### src/rtl/wdog_pkg.sv
package wdog_pkg;
   localparam int TIME_W_DEF = 64;
   localparam int BUS_W_DEF  = 32;
   localparam int ADDR_W_DEF = 4;

   // Unsigned addition that clamps at all-ones instead of wrapping.
   function automatic logic [TIME_W_DEF-1:0] sat_add(input logic [TIME_W_DEF-1:0] a,
                                                      input logic [TIME_W_DEF-1:0] b);
      logic [TIME_W_DEF:0] s;
      s = {1'b0, a} + {1'b0, b};
      return s[TIME_W_DEF] ? {TIME_W_DEF{1'b1}} : s[TIME_W_DEF-1:0];
   endfunction
endpackage

### src/rtl/wdog_regfile.sv
module wdog_regfile #(
   parameter int TIME_W = 64,
   parameter int BUS_W  = 32,
   parameter int ADDR_W = 4
) (
   input  logic              clk,
   input  logic              rst_n,
   input  logic              wr_i,
   input  logic [ADDR_W-1:0] addr_i,
   input  logic [BUS_W-1:0]  wdata_i,
   output logic [BUS_W-1:0]  rdata_o,
   output logic [TIME_W-1:0] cmp_o,
   output logic [TIME_W-1:0] dlt_o,
   output logic              cmp_wr_o
);
   localparam int NHALF    = TIME_W / BUS_W;
   localparam int NWORD    = 2 * NHALF;
   localparam int IDX_W    = (NWORD > 1) ? $clog2(NWORD) : 1;
   localparam int WORD_LSB = $clog2(BUS_W / 8);

   if (NHALF * BUS_W != TIME_W) begin : g_bad_width
      $error("TIME_W must be a whole multiple of BUS_W");
   end
   if (ADDR_W < WORD_LSB + IDX_W) begin : g_bad_addr
      $error("ADDR_W too narrow for the register words");
   end

   logic [IDX_W-1:0] widx;
   logic [BUS_W-1:0] cmp_w [NHALF];
   logic [BUS_W-1:0] dlt_w [NHALF];

   assign widx     = addr_i[WORD_LSB +: IDX_W];
   assign cmp_wr_o = wr_i && (int'(widx) < NHALF);

   always_ff @(posedge clk or negedge rst_n) begin
      if (!rst_n) begin
         for (int h = 0; h < NHALF; h++) begin
            cmp_w[h] <= '1;
            dlt_w[h] <= '1;
         end
      end else if (wr_i) begin
         for (int h = 0; h < NHALF; h++) begin
            if (int'(widx) == h)         cmp_w[h] <= wdata_i;
            if (int'(widx) == NHALF + h) dlt_w[h] <= wdata_i;
         end
      end
   end

   for (genvar h = 0; h < NHALF; h++) begin : g_pack
      assign cmp_o[h*BUS_W +: BUS_W] = cmp_w[h];
      assign dlt_o[h*BUS_W +: BUS_W] = dlt_w[h];
   end

   always_comb begin
      rdata_o = '0;
      for (int h = 0; h < NHALF; h++) begin
         if (int'(widx) == h)         rdata_o = cmp_w[h];
         if (int'(widx) == NHALF + h) rdata_o = dlt_w[h];
      end
   end
endmodule

### src/rtl/wdog_deadline.sv
module wdog_deadline #(
   parameter int TIME_W = 64
) (
   input  logic [TIME_W-1:0] cmp_i,
   input  logic [TIME_W-1:0] dlt_i,
   output logic [TIME_W-1:0] dl_o
);
   logic [TIME_W:0] sum;
   assign sum  = {1'b0, cmp_i} + {1'b0, dlt_i};
   assign dl_o = sum[TIME_W] ? {TIME_W{1'b1}} : sum[TIME_W-1:0];
endmodule

### src/rtl/wdog_stages.sv
module wdog_stages #(
   parameter int TIME_W = 64
) (
   input  logic              clk,
   input  logic              rst_n,
   input  logic [TIME_W-1:0] time_i,
   input  logic [TIME_W-1:0] cmp_i,
   input  logic [TIME_W-1:0] dl_i,
   input  logic              cmp_wr_i,
   output logic              irq_o,
   output logic              rst_req_o
);
   logic s1_pass, s2_pass;
   assign s1_pass = time_i > cmp_i;
   assign s2_pass = time_i > dl_i;

   always_ff @(posedge clk or negedge rst_n) begin
      if (!rst_n) begin
         irq_o     <= 1'b0;
         rst_req_o <= 1'b0;
      end else begin
         if (cmp_wr_i)     irq_o <= 1'b0;
         else if (s1_pass) irq_o <= 1'b1;
         if (irq_o && s2_pass && !cmp_wr_i) rst_req_o <= 1'b1;
      end
   end
endmodule

### src/rtl/wdog_two_stage.sv
module wdog_two_stage #(
   parameter int TIME_W = wdog_pkg::TIME_W_DEF,
   parameter int BUS_W  = wdog_pkg::BUS_W_DEF,
   parameter int ADDR_W = wdog_pkg::ADDR_W_DEF
) (
   input  logic              clk,
   input  logic              rst_n,
   input  logic [TIME_W-1:0] time_i,
   input  logic              reg_wr,
   input  logic [ADDR_W-1:0] reg_addr,
   input  logic [BUS_W-1:0]  reg_wdata,
   output logic [BUS_W-1:0]  reg_rdata,
   output logic              irq_o,
   output logic              rst_req_o
);
   logic [TIME_W-1:0] cmp_val, dlt_val, deadline;
   logic              cmp_wr;

   wdog_regfile #(.TIME_W(TIME_W), .BUS_W(BUS_W), .ADDR_W(ADDR_W)) u_regs (
      .clk(clk), .rst_n(rst_n), .wr_i(reg_wr), .addr_i(reg_addr),
      .wdata_i(reg_wdata), .rdata_o(reg_rdata), .cmp_o(cmp_val),
      .dlt_o(dlt_val), .cmp_wr_o(cmp_wr)
   );

   wdog_deadline #(.TIME_W(TIME_W)) u_dl (
      .cmp_i(cmp_val), .dlt_i(dlt_val), .dl_o(deadline)
   );

   wdog_stages #(.TIME_W(TIME_W)) u_stg (
      .clk(clk), .rst_n(rst_n), .time_i(time_i), .cmp_i(cmp_val),
      .dl_i(deadline), .cmp_wr_i(cmp_wr), .irq_o(irq_o), .rst_req_o(rst_req_o)
   );
endmodule

### config.mk
export PLATFORM = sky130hd
export DESIGN_NAME = wdog_two_stage
export DESIGN_NICKNAME = d
export VERILOG_FILES = /design/src/rtl/wdog_pkg.sv /design/src/rtl/wdog_regfile.sv /design/src/rtl/wdog_deadline.sv /design/src/rtl/wdog_stages.sv /design/src/rtl/wdog_two_stage.sv
export SDC_FILE = /design/constraint.sdc
export NUM_CORES = 1
export LEC_CHECK = 0
export BUFFER_PORTS_ARGS = -buffer_cell sky130_fd_sc_hd__buf_2
export CORE_MARGIN = 10
export CORE_UTILIZATION = 55
export CTS_CLUSTER_SIZE = 14
export DETAILED_ROUTE_END_ITERATION = 10
export GPL_ROUTABILITY_DRIVEN = 0
export MAX_ROUTING_LAYER = met4
export PLACE_DENSITY_LB_ADDON = 0.12
export SYNTH_ARGS = -nofsm -noshare
export SYNTH_HDL_FRONTEND = slang
export SYNTH_SLANG_ARGS = --single-unit
### constraint.sdc
create_clock -name clk -period 6.3 [get_ports clk]
set_input_delay 0.63 -clock clk [delete_from_list [all_inputs] [get_ports clk]]
set_output_delay 0.63 -clock clk [all_outputs]
set_load 0.02 [all_outputs]
==> metrics.txt, run 1 <==
pin count of the biggest net entering global routing 71; deepest clock path buffer count 2; total CTS buffers 17; Achievable Freq ~0.19 GHz; via/cell ratio 6.22; dpl hpwl around 31 mm; syn avg cell area 9.38 sq um; Main synth FF type dfstp_2; sequential area share after synthesis 26.3%; fin. max-slew vios 0; Critical Path Max Stage Delay roughly 0.44 ns; Req. time, crit path between 6 and 7 ns; GR Util met3 between 3 and 4%; Worst setup EP type flip-flop; vias in the first global route 11300; asr flop ratio synth 100%; clock skew 0.0146 ns; share of layout cells above drive strength 1 31.0%; worst slew pin tran 1.07 ns; Setup Fix Bufs, Post-CTS 0; most frequent cells in the layout 192 x ha_1, 133 x buf_2, 128 x dfstp_2; Yosys cell types 73; Total Neg Setup Slack 0 ns; hold path start reg_wdata[29]; Final Cycle Share approximately 84%; remaining antenna violation count 0; status completed; met2 Use GR between 40% and 50%; cell area power density between 300 and 400 nW/um^2; number of max-cap violations 0; Initial Util ~56%; first-pass GRT wire length between 60 and 70 mm; P&R area growth vs syn 11.2%; Reg2Reg Depth 21; vias 11300; dpl cells around 1800; Warnings, synthesis 0; final setup violation count 0; VDD IR-drop max about 170 uV; Synth Register Bits 130; CP max-delay cell fa_1; Routed WL 39.5 mm; synthesized cell area around 13000 sq um; Die Ht around 170 um; Ant. Diodes 0; Crit path arrival time about 5.6 ns; RSZ-0062 raised after global routing false; Skew-Pair Late Insertion Delay around 0.45 ns; Slew HR 28.7%; Final Core Density 61.9%; drt wl/cell 21.7 um; DR iter-0 viols 897; Remaining Overflow, GRT 0; H-tree levels 4; Hold-fix buffers, CTS 0; CP Launch Type flip-flop; post-route setup slack 0.997 ns; Reg2Reg Setup Slack 1.0 ns; CP dominant cell by count a21o_1; core area approximately 23000 sq um; post-synth net total about 1700; First-pass DRT Iterations 6; Port Buf Inserts 134; top-level I/O count around 140; DRC violations left 0; initial antenna violation count 0; die area just over 30000 sq um; number of clock sinks 130; Critical R2R Launch u_regs.cmp_o[0]$_DFFE_PN1P_; M1 GR Usage 32.5%; fin cells 1821; worst slack, placed around 1.1 ns; worst-path maximum fanout 27; CTS-repair resized insts 0; nets 1785; hold crit path type input pin to flip-flop; Reg-to-Reg End u_stg.rst_req_o$_DFFE_PN0P_; Hold Path End u_regs.cmp_o[29]$_DFFE_PN1P_; CTS tree built; die span in x ~170 um; CP Class flip-flop to flip-flop; leakage 6.91 nW; Final min period 5.30 ns; Worst-path clk slew approximately 0.070 ns; CTS Root Cell clkbuf_16; final hold vios 0; FP Rows 56; overall routing resource usage a little over a quarter; Most Used Layer, Global Route met2; cell family with most CP delay compound AO/OA/AOI/OAI gates; Cell Chain, Critical Path ha_1 > fa_1 > a211oi_1 > o211ai_1 > nand3_1 > a2111oi_4 > a211oi_2 > o21ai_4 > a32oi_2 > a32oi_4 > buf_12 > nor2_2 > ha_1 > a21o_1 > a21o_1 > a21oi_1 > o21ai_0 > a21o_1 > a221oi_1 > o221ai_1 > a41o_1; commonest non-fill, non-tap cell in the layout ha_1; Tot Pwr 5.46 mW; CP Buf/Inv Count 1; hold path depth 3; Mapped Cells 1385; EDFF count, synth 0
==> synth_stat cells, types with 12 or more instances <==
master / n / share of area [%]
clkbuf_1: 35 / 1.0
mux2_2: 97 / 8.4
nor3_1: 12 / 0.46
o21ai_0: 95 / 3.7
nand2_1: 95 / 2.7
dfstp_2: 128 / 26
ha_1: 192 / 18
nor2_1: 97 / 2.8
nand4_1: 49 / 2.4
a21oi_1: 104 / 4.0
mux4_2: 32 / 5.5
inv_1: 84 / 2.4
xnor2_1: 30 / 2.0
a21o_1: 106 / 6.1
nand3_1: 14 / 0.54
a31oi_1: 13 / 0.63
xor2_1: 23 / 1.5
==> kinds of logic after synthesis <==
logic type / share of synthesized area (%)
buffers and inverters: 4.78
muxes: 13.9
DFF: 26.3
xor gates and xnor gates: 3.57
AOI/OAI and AO/OA: 20.9
and+or+nand+nor: 11.9
adders and majority gates: 18.6
==> worst max path at each step <==
stage          cells after the start  slack (ns)                          end                         from
2_1_floorplan                     21        1.88  u_stg.rst_req_o$_DFFE_PN0P_  u_regs.cmp_o[0]$_DFFE_PN1P_
3_3_place_gp                      21        1.17  u_stg.rst_req_o$_DFFE_PN0P_  u_regs.cmp_o[0]$_DFFE_PN1P_
3_5_place_dp                      22        1.10  u_stg.rst_req_o$_DFFE_PN0P_  u_regs.cmp_o[0]$_DFFE_PN1P_
4_1_cts                           21        1.07  u_stg.rst_req_o$_DFFE_PN0P_  u_regs.cmp_o[0]$_DFFE_PN1P_
5_1_grt                           22        0.67  u_stg.rst_req_o$_DFFE_PN0P_  u_regs.cmp_o[0]$_DFFE_PN1P_
6_report                          21         1.0  u_stg.rst_req_o$_DFFE_PN0P_  u_regs.cmp_o[0]$_DFFE_PN1P_
==> cell type report <==
class	count	area [sq um]
inverters	84	315
fillers	2023	8880
flip-flops and latches	130	3410
repair buffers	146	776
well taps	319	399
clock buffers	17	425
clock inverters	15	144
multi-input cells	1110	8970
==> per-stage QoR <==
stage,area (sq um),hold slack (ns)
5_1_grt,14400,0.433
4_1_cts,14400,0.422
2_1_floorplan,13000,0.334
6_report,14400,0.430
3_5_place_dp,13900,0.519
3_3_place_gp,13900,0.512
==> state kept, by name, indices dropped and copies added, names as in the netlist <==
register / flops
u_regs.cmp_o: 64
u_regs.dlt_o: 64
u_stg.irq_o: 1
u_stg.rst_req_o: 1
==> metal layers <==
metal / vias to the layer above / wire (um)
met5: - / 0
met4: 0 / 1080
met3: 76 / 2220
met2: 447 / 19100
met1: 5454 / 17100
li1: 5343 / -
==> worst min-delay path, stage by stage <==
cell and delay [ns]:
buf_2 0.12, nand2_1 0.05, o21ai_0 0.07
==> report_power, final <==
part           internal [mW]  leakage [nW]  total, mW  switching (mW)
clock network          0.524         0.273      0.993           0.469
registers               1.11          1.36       1.28           0.169
logic                   1.36          5.27       3.19            1.83
No activity file was read; power rests on OpenSTA's default activity.
==> run 2, diff against run 1 <==
ABC_AREA = 1   (was default)
clock period = 4.5 ns   (was 6.3 ns; I/O delays follow)
==> run 2 against run 1 <==
  * Worst hold slack worse by 0.31 ns
  * Synthesized area is 15% higher
  * Combinational power increased by 18%
  * Non-clock buffer count down 1
  * Clock-buffer cell count grew 2
  * Critical path depth rose by 4
  * Final cell count increased by 62%
  * Clock skew down 0.0067 ns
  * Register-to-register slack got worse by 0.54 ns
  * Largest cell class unchanged
  * Largest power group unchanged
==> metrics.txt, run 2 <==
status completed (unchanged); post-synth net total 2773 (was 1681); hold crit path type input pin to async pin (was input pin to flip-flop); Total Neg Setup Slack 0 ns (unchanged); Initial Util 55.7% (about the same); number of max-cap violations 0 (unchanged); initial antenna violation count 1 (was 0); CP max-delay cell fa_1 (unchanged); Worst setup EP type flip-flop (unchanged); sequential area share after synthesis 22.9% (was 26.3%); Synth area leader nand2_1 (was dfstp_2); post-synth top area share 24.8% (was 25.9%); synthesized cell area 14900 sq um (was 13000 sq um); mux contribution to synthesized area 0% (was 13.9%); EDFF count, synth 0 (unchanged); P&R area growth vs syn 11.2% (about the same); CTS tree built (unchanged); DR iter-0 viols 1406 (was 897); core area 26800 sq um (was 23300 sq um); CTS Root Cell clkbuf_16 (unchanged); Port Buf Inserts 134 (unchanged); die span in x 185 um (was 174 um); xor and xnor fraction of the mapped netlist area 1.82% (was 3.57%); Synth Area in Adders 16.2% (was 18.6%); nets 2894 (was 1785); Remaining Overflow, GRT 0 (unchanged); DRC violations left 0 (unchanged); Routed WL 52.6 mm (was 39.5 mm); CP Class flip-flop to flip-flop (unchanged); cell area power density 427 nW/um^2 (was 378 nW/um^2); Synth Register Bits 130 (unchanged); ranking of synthesized cells by area nand2_1 25%, dfstp_2 23%, ha_1 16% (was dfstp_2 26%, ha_1 18%, mux2_2 8.4%); Post-synth top cells 986 x nand2_1, 456 x inv_1, 195 x nor2_1 (was 192 x ha_1, 128 x dfstp_2, 106 x a21o_1); Final Core Density 61.9% (about the same); total CTS buffers 17 (unchanged); worst-path maximum fanout 18 (was 27); top-level I/O count 137 (unchanged); dpl hpwl 43.7 mm (was 31.2 mm); Setup Fix Bufs, Post-CTS 0 (unchanged); vias 16100 (was 11300); fin. max-slew vios 0 (unchanged); Req. time, crit path 4.83 ns (was 6.64 ns); share of layout cells above drive strength 1 12.6% (was 31.0%); Mapped Cells 2477 (was 1385); Critical Path Max Stage Delay 0.45 ns (was 0.44 ns); First-pass DRT Iterations 5 (was 6); die area 34100 sq um (was 30200 sq um); hold_ws 0.116 ns (was 0.430 ns); simple-gate share of the synthesized area 34.9% (was 11.9%); H-tree levels 4 (unchanged); asr flop ratio synth 100% (unchanged); overall routing resource usage 31.8% (was 26.3%); area of the multi-input gates 9600 sq um (was 8970 sq um); Slew HR 21.3% (was 28.7%); CTS-repair resized insts 0 (unchanged); Skew-Pair Late Insertion Delay 0.44 ns (was 0.45 ns); commonest non-fill, non-tap cell in the layout nand2_1 (was ha_1); cell with the most instances after synthesis nand2_1 (was ha_1); RSZ-0062 raised after global routing false (unchanged); syn avg cell area 6.03 sq um (was 9.38 sq um); worst slew pin tran 1.18 ns (was 1.07 ns); remaining antenna violation count 0 (unchanged); number of clock sinks 130 (unchanged); CP dominant cell by count nand2_1 (was a21o_1); final setup violation count 0 (unchanged); Final Cycle Share 89.9% (was 84.2%); FF/Latch Area 3410 sq um (unchanged); leakage 9.66 nW (was 6.91 nW); via/cell ratio 5.46 (was 6.22); pin count of the biggest net entering global routing 65 (was 71); vias in the first global route 15400 (was 11300); FP Rows 60 (was 56); first-pass GRT wire length 82.0 mm (was 61.9 mm); Final min period 4.05 ns (was 5.30 ns); Main synth FF type dfstp_2 (unchanged); Hold-fix buffers, CTS 0 (unchanged); Yosys cell types 35 (was 73); final hold vios 0 (unchanged); CP Launch Type flip-flop (unchanged); deepest clock path buffer count 2 (unchanged); Warnings, synthesis 0 (unchanged); drt wl/cell 17.8 um (was 21.7 um); Die Ht 185 um (was 174 um); Worst-path clk slew 0.06 ns (was 0.07 ns); post-synthesis compound-gate area fraction 11.3% (was 20.9%); CP Buf/Inv Count 3 (was 1); Achievable Freq 0.247 GHz (was 0.189 GHz); largest family of logic cells by synthesized area simple AND/OR/NAND/NOR gates (was compound AO/OA/AOI/OAI gates); Layout fillers 2635 (was 2023); cell family with most CP delay simple AND/OR/NAND/NOR gates (was compound AO/OA/AOI/OAI gates); Crit path arrival time 4.38 ns (was 5.64 ns); clock skew 0.00786 ns (was 0.0146 ns); VDD IR-drop max 302 uV (was 170 uV); most frequent cells in the layout 982 x nand2_1, 456 x inv_1, 193 x nor2_1 (was 192 x ha_1, 133 x buf_2, 128 x dfstp_2)
run 2: cell types whose count changed in the layout (fill, tap and decap cells not counted), sizes merged, moves of 31 or more:
cell,delta
nand3,+52
nor2,+94
nand4,-31
a21o,-103
nand2,+896
mux2,-97
mux4,-32
o21ai,+51
o2111ai,+31
inv,+370
run 2: metrics by stage:
| step | instances | cell area [sq um] | power, mW | setup WS (ns) |
|---|---|---|---|---|
| 6_report | 2953 | 16600 | 7.08 | 0.453 |
| 5_1_grt | 2953 | 16600 | 7.65 | 0.295 |
| 4_1_cts | 2952 | 16600 | 7.01 | 0.539 |
| 3_5_place_dp | 2920 | 15900 | 5.43 | 0.556 |
| 3_3_place_gp | 2920 | 15900 | 5.33 | 0.620 |
| 2_1_floorplan | 2477 | 14900 | 4.28 | 1.38 |
run 2: kinds of logic after synthesis:
| group | Yosys count |
|---|---|
| flops | 130 |
| fa+ha+maj | 193 |
| xor+xnor | 31 |
| buf+inv | 503 |
| simple gates | 1314 |
| compound gates | 306 |
run 2: path summary, 6_finish.rpt:
path / endpoint / slack, ns / start / cells past startpoint
max: u_stg.rst_req_o$_DFFE_PN0P_ / 0.45 / u_regs.cmp_o[0]$_DFFE_PN1P_ / 25
max reg2reg: u_stg.rst_req_o$_DFFE_PN0P_ / 0.45 / u_regs.cmp_o[0]$_DFFE_PN1P_ / 25
min reg2reg: u_regs.cmp_o[31]$_DFFE_PN1P_ / 0.50 / u_regs.cmp_o[31]$_DFFE_PN1P_ / 2
min in group clk: u_regs.cmp_o[47]$_DFFE_PN1P_ / 0.28 / reg_wdata[15] / 3
max in group asynchronous: u_regs.cmp_o[29]$_DFFE_PN1P_ / 3.42 / rst_n / 2
min: u_stg.rst_req_o$_DFFE_PN0P_ / 0.12 / rst_n / 1
run 2: metal layers:
metal  track usage (%)  vias to the layer above  wire length (um)
met4              17.6                        0              3210
li1                  -                     7951                 -
met3              6.01                      181              4580
met5                 -                        -                 0
met1              37.3                     7255             21400
met2              50.6                      731             23400
run 2: power by group:
part / leakage [nW] / internal, mW / total, mW / switching (mW)
registers: 1.36 / 1.50 / 1.76 / 0.255
logic: 7.99 / 1.30 / 3.77 / 2.48
clock network: 0.311 / 0.966 / 1.55 / 0.585
total: 9.66 / 3.77 / 7.08 / 3.32
run 2: layout make-up:
type                    count  share of cell area [%]
clock inverters            13                    1.18
clock buffers              19                    2.73
well taps                 341                    2.57
multi-input cells        1844                    57.9
repair buffers            145                    4.63
inverters                 460                    10.4
flip-flops and latches    130                    20.6
diodes                      1                  0.0151
